File: src/rtl/mfsr_pkg.sv
package mfsr_pkg;

    localparam int STAT_W     = 8;
    localparam int B_IFETCH   = 0;
    localparam int B_DATA     = 1;
    localparam int B_UNSTACK  = 3;
    localparam int B_STACK    = 4;
    localparam int B_AVALID   = 7;

    localparam logic [STAT_W-1:0] IMPL_MASK = 8'h9B;

    typedef struct packed {
        logic ifetch;
        logic data;
        logic stack;
        logic unstack;
    } viol_t;

    function automatic logic [STAT_W-1:0] viol_to_set(input viol_t v);
        logic [STAT_W-1:0] s;
        s = '0;
        s[B_IFETCH]  = v.ifetch;
        s[B_DATA]    = v.data;
        s[B_UNSTACK] = v.unstack;
        s[B_STACK]   = v.stack;
        s[B_AVALID]  = v.data;
        return s;
    endfunction

    function automatic logic any_viol(input viol_t v);
        return v.ifetch | v.data | v.stack | v.unstack;
    endfunction

endpackage

File: src/rtl/mfsr_status_bits.sv
module mfsr_status_bits
    import mfsr_pkg::*;
#(
    parameter int W = STAT_W,
    parameter logic [W-1:0] MASK = IMPL_MASK
) (
    input  logic         clk,
    input  logic         rst,
    input  logic [W-1:0] set_i,
    input  logic [W-1:0] clr_i,
    output logic [W-1:0] status_o
);

    logic [W-1:0] q;

    for (genvar b = 0; b < W; b++) begin : g_bit
        if (MASK[b]) begin : g_impl
            always_ff @(posedge clk) begin
                if (rst)           q[b] <= 1'b0;
                else if (set_i[b]) q[b] <= 1'b1;
                else if (clr_i[b]) q[b] <= 1'b0;
            end

            a_r5_sticky: assert property (@(posedge clk) disable iff (rst)
                (q[b] && !clr_i[b]) |=> q[b]);
            a_r5_set_wins: assert property (@(posedge clk) disable iff (rst)
                set_i[b] |=> q[b]);
        end else begin : g_rsvd
            always_comb q[b] = 1'b0;
        end
    end

    assign status_o = q;

endmodule

File: src/rtl/mfsr_addr_capture.sv
module mfsr_addr_capture #(
    parameter int ADDR_W = 32
) (
    input  logic              clk,
    input  logic              rst,
    input  logic              data_viol_i,
    input  logic [ADDR_W-1:0] addr_i,
    input  logic              valid_q_i,
    input  logic              valid_clr_i,
    output logic [ADDR_W-1:0] addr_o
);

    logic [ADDR_W-1:0] addr_q;
    logic              take;

    always_comb take = data_viol_i && (!valid_q_i || valid_clr_i);

    always_ff @(posedge clk) begin
        if (rst)       addr_q <= '0;
        else if (take) addr_q <= addr_i;
    end

    assign addr_o = addr_q;

    a_r6_addr_hold: assert property (@(posedge clk) disable iff (rst)
        (valid_q_i && !valid_clr_i) |=> $stable(addr_o));
    a_r3_addr_capture: assert property (@(posedge clk) disable iff (rst)
        (data_viol_i && !valid_q_i) |=> (addr_o == $past(addr_i)));

endmodule

File: src/rtl/mfsr_escalate.sv
module mfsr_escalate (
    input  logic clk,
    input  logic rst,
    input  logic any_viol_i,
    input  logic en_i,
    output logic mm_req_o,
    output logic hf_req_o
);

    logic mm_q, hf_q;

    always_ff @(posedge clk) begin
        if (rst) begin
            mm_q <= 1'b0;
            hf_q <= 1'b0;
        end else begin
            mm_q <= any_viol_i &&  en_i;
            hf_q <= any_viol_i && !en_i;
        end
    end

    assign mm_req_o = mm_q;
    assign hf_req_o = hf_q;

    a_r8_one_req: assert property (@(posedge clk) disable iff (rst)
        $onehot0({mm_req_o, hf_req_o}));
    a_r8_escalate: assert property (@(posedge clk) disable iff (rst)
        (any_viol_i && !en_i) |=> (hf_req_o && !mm_req_o));
    a_r8_quiet: assert property (@(posedge clk) disable iff (rst)
        !any_viol_i |=> !(mm_req_o || hf_req_o));

endmodule

File: src/rtl/mem_fault_recorder.sv
module mem_fault_recorder
    import mfsr_pkg::*;
#(
    parameter int ADDR_W = 32
) (
    input  logic              clk,
    input  logic              rst,
    input  logic              ifetch_viol_i,
    input  logic              data_viol_i,
    input  logic              stack_viol_i,
    input  logic              unstack_viol_i,
    input  logic [ADDR_W-1:0] data_addr_i,
    input  logic              mm_fault_en_i,
    input  logic              clr_we_i,
    input  logic [7:0]        clr_data_i,
    output logic [7:0]        status_o,
    output logic [ADDR_W-1:0] fault_addr_o,
    output logic              mm_exc_req_o,
    output logic              hard_fault_req_o
);

    viol_t             viol;
    logic [STAT_W-1:0] set_vec;
    logic [STAT_W-1:0] clr_vec;
    logic [STAT_W-1:0] stat;

    always_comb begin
        viol.ifetch  = ifetch_viol_i;
        viol.data    = data_viol_i;
        viol.stack   = stack_viol_i;
        viol.unstack = unstack_viol_i;
        set_vec      = viol_to_set(viol);
        clr_vec      = clr_we_i ? clr_data_i : '0;
    end

    mfsr_status_bits #(.W(STAT_W), .MASK(IMPL_MASK)) u_status (
        .clk      (clk),
        .rst      (rst),
        .set_i    (set_vec),
        .clr_i    (clr_vec),
        .status_o (stat)
    );

    mfsr_addr_capture #(.ADDR_W(ADDR_W)) u_addr (
        .clk         (clk),
        .rst         (rst),
        .data_viol_i (data_viol_i),
        .addr_i      (data_addr_i),
        .valid_q_i   (stat[B_AVALID]),
        .valid_clr_i (clr_vec[B_AVALID]),
        .addr_o      (fault_addr_o)
    );

    mfsr_escalate u_esc (
        .clk        (clk),
        .rst        (rst),
        .any_viol_i (any_viol(viol)),
        .en_i       (mm_fault_en_i),
        .mm_req_o   (mm_exc_req_o),
        .hf_req_o   (hard_fault_req_o)
    );

    assign status_o = stat;

    a_r7_reserved_zero: assert property (@(posedge clk) disable iff (rst)
        (status_o & 8'h64) == 8'h00);
    a_r2_ifetch_no_valid: assert property (@(posedge clk) disable iff (rst)
        (ifetch_viol_i && !data_viol_i && !status_o[7]) |=> !status_o[7]);
    a_r3_data_sets: assert property (@(posedge clk) disable iff (rst)
        data_viol_i |=> (status_o[1] && status_o[7]));
    a_r4_stack_sets: assert property (@(posedge clk) disable iff (rst)
        stack_viol_i |=> status_o[4]);
    a_r4_unstack_sets: assert property (@(posedge clk) disable iff (rst)
        unstack_viol_i |=> status_o[3]);

endmodule

File: config.mk
export PLATFORM = sky130hd
export DESIGN_NAME = mem_fault_recorder
export DESIGN_NICKNAME = d
export VERILOG_FILES = /design/src/rtl/mfsr_pkg.sv /design/src/rtl/mfsr_status_bits.sv /design/src/rtl/mfsr_addr_capture.sv /design/src/rtl/mfsr_escalate.sv /design/src/rtl/mem_fault_recorder.sv
export SDC_FILE = /design/constraint.sdc
export NUM_CORES = 1
export LEC_CHECK = 0
export ABC_CLOCK_PERIOD_IN_PS = 3300
export BUFFER_PORTS_ARGS = -buffer_cell sky130_fd_sc_hd__buf_2
export CAP_MARGIN = 20
export CORE_UTILIZATION = 48
export DETAILED_ROUTE_END_ITERATION = 6
export PLACE_DENSITY_LB_ADDON = 0.12
export SLEW_MARGIN = 15
export SYNTH_ARGS = -nofsm -noshare
export SYNTH_HDL_FRONTEND = slang
export SYNTH_SLANG_ARGS = --single-unit
export TNS_END_PERCENT = 5
File: constraint.sdc
create_clock -name clk -period 3.3 [get_ports clk]
set_input_delay 0.33 -clock clk [delete_from_list [all_inputs] [get_ports clk]]
set_output_delay 0.33 -clock clk [all_outputs]
set_load 0.02 [all_outputs]
==> reports/results.txt <==
number of CTS-inserted buffers = 5
overall die area = 3857 um^2
cells after synthesis = 171
Die W = 62.11 um
met2 WL = 1293 um
commonest register cell after synthesis = dfxtp_1
cell with the most instances after synthesis = nand2b_1
clock sink count = 39
count of final setup violators = 0
share of the clock period used by the worst path = 46.39%
type of the worst min-delay path = in -> reg
detailed placement HPWL = 2093 um
number of antenna violations at the first check in global routing = 0
leakage component of the power = 1.063 nW
average wire per standard cell = 10.19 um
required time worst endpoint = 3.55 ns
effective utilization at floorplan = 51.16%
# hold bufs at CTS = 0
Post-synth EDFFs = 0
nets@finish = 297
fraction of final layout cells with drive strength greater than 1 = 37.20%
# DRC = 0
area used by multi-input combinational logic = 833.3 um^2
Clock Pin Slew Worst Setup and Hold Paths = 0.11 ns
number of detailed-route iterations in the first pass = 4
top cell types by occurrence after synthesis = nand2b_1, dfxtp_1, mux2i_1, clkbuf_1, nor2_1
type of element launching the critical path = register
crit path time final = 1.531 ns
buffer count from post-CTS setup fixing = 0
status = finished clean
maximum number of pins on one net before global-route repair = 72
Worst Skew = 0.006553 ns
register area share after synthesis = 45.02%
yosys synthesis warning count = 0
GRT overflow = 0
critical path class = reg -> reg
number of distinct library cell variants in the gate-level netlist after synthesis = 17
aggregate routed wire length = 3015 um
ys async rst share = 0%
cell type contributing the most total cell area after synthesis = dfxtp_1
H-tree depth = 2
Port Buffer Count = 83
I/O Pins = 90
flop and latch count out of synthesis = 39
count of final max-slew check failures = 0
max-slew headroom at the worst pin = 44.40%
netlist area before placement = 1734 um^2
fmax = 653.2 MHz
slew at the pin closest to its max-slew limit = 0.8340 ns
hold-critical path depth = 2
crit path capture type = register
cell count of the worst reg-to-reg path = 4
Hold Fails Final Rpt = 0
layout overhead on the synthesized area = 24.10%
worst-path maximum fanout = 14
clock tree from TritonCTS = built
insertion delay of the later-clocked pin in the worst-skew pair = 0.33 ns
# resized after CTS = 0
routed length on met3 = 206 um
number of global-route vias before repair = 1145
Register Area = 780.7 um^2
GRT Resource Usage Total = 16.58%
arrival time of the worst setup path = 1.78 ns
final RePlAce weighted congestion = 0.6774
number of diodes added for antenna fixing = 0
FILL cells = 307
unrepaired setup endpoints after global routing = false
global-route wire length before repair = 5043 um
post-route core utilization = 63.49%
post-synth top area share = 45.02%
sum of negative setup slack = 0 ns
max-cap viol count = 0
Routed met1 length = 1482 um
average instance area after synthesis = 10.14 um^2
via density per instance = 4.378
Root Buffer = clkbuf_4
Die H = 62.11 um
total core area = 3390 um^2
Area contributors post-synth = dfxtp_1, nand2b_1, mux2i_1
total number of vias = 1296
buffer levels on the longest clock path = 2
highest signal layer in the routed design = met4
First DRT Iteration DRCs = 58
Worst VDD drop = 0.2511 mV
count of antenna-violating nets left after detailed routing = 0
PD cells = 431.9 nW/um^2
number of placement rows = 21
worst paths after layout:
check,end,start,slack (ns)
setup / recovery,u_addr.addr_o[2]$_SDFFE_PP0P_,u_status.status_o[7]$_SDFFE_PP0P_,1.77
hold / removal,u_esc.hf_req_o$_SDFF_PP0_,mm_fault_en_i,0.16
setup reg to reg,u_addr.addr_o[2]$_SDFFE_PP0P_,u_status.status_o[7]$_SDFFE_PP0P_,1.77
hold reg to reg,u_addr.addr_o[3]$_SDFFE_PP0P_,u_addr.addr_o[3]$_SDFFE_PP0P_,0.47
stage by stage:
| step | cell area, um^2 | hold slack, ns | cells | worst slack, ns | power (W) |
|---|---|---|---|---|---|
| after floorplan | 1742 | 0.4093 | 173 | 2.248 | 0.0006624 |
| after global placement | 2102 | 0.4557 | 288 | 1.696 | 0.0007144 |
| after detailed placement | 2102 | 0.4589 | 288 | 1.682 | 0.0007158 |
| after CTS | 2152 | 0.1463 | 296 | 1.745 | 0.0009432 |
| after global routing | 2152 | 0.1382 | 296 | 1.651 | 0.0009897 |
| final | 2152 | 0.1620 | 296 | 1.769 | 0.0009294 |
per-layer routing:
| layer | global-route usage [%] | vias to the layer above |
|---|---|---|
| met5 | 0 | - |
| met4 | 7.849 | 0 |
| met3 | 4.412 | 4 |
| met2 | 25.55 | 46 |
| met1 | 21.53 | 550 |
| li1 | - | 696 |
layout make-up:
cell class                      instances  share of cell area [%]
Tap cell                               46                   2.674
Sequential cell                        39                   36.28
Multi-Input combinational cell        118                   38.72
Clock buffer                            7                   2.093
Timing Repair Buffer                   85                   20.00
Clock inverter                          1                  0.2326
registers in the layout, indices dropped and copies added (netlist names):
name / count
u_status.status_o: 5
u_addr.addr_o: 32
u_esc.mm_req_o: 1
u_esc.hf_req_o: 1
worst max-delay path: stages, from the launching register on:
cell      delay (ns)
dfxtp_1         0.32
a21boi_2        0.17
nor2b_4         0.44
buf_4           0.32
mux2i_1         0.22
cells in the final DEF, fill, tap and decap left out, drive strengths merged:
cell    Yosys  routed
buf         9      85
mux2i      32      32
nor4        1       1
nor2b       1       1
dfxtp      39      39
nor3        1       1
a21oi       4       4
clkbuf      7       7
conb        1       3
nor2        6       6
nor3b       1       1
nand2       4       4
nand2b     64      64
a21boi      1       1
clkinv      0       1
report_power, final:
group	leakage [nW]	switching, W	internal, W
registers	0.322	0.0000139	0.000503
logic	0.712	0.000103	0.0000841
clock network	0.0293	0.000143	0.0000832
cell families (layout without fill, tap and decap cells):
family,after synthesis,after routing,share of synthesized area (%)
flops,39,39,45.02
simple gates,78,78,26.84
compound gates,5,5,1.804
other cells,1,3,0.2162
buf+inv,16,93,7.648
mux,32,32,18.47
(Power assumes the default switching activity.)
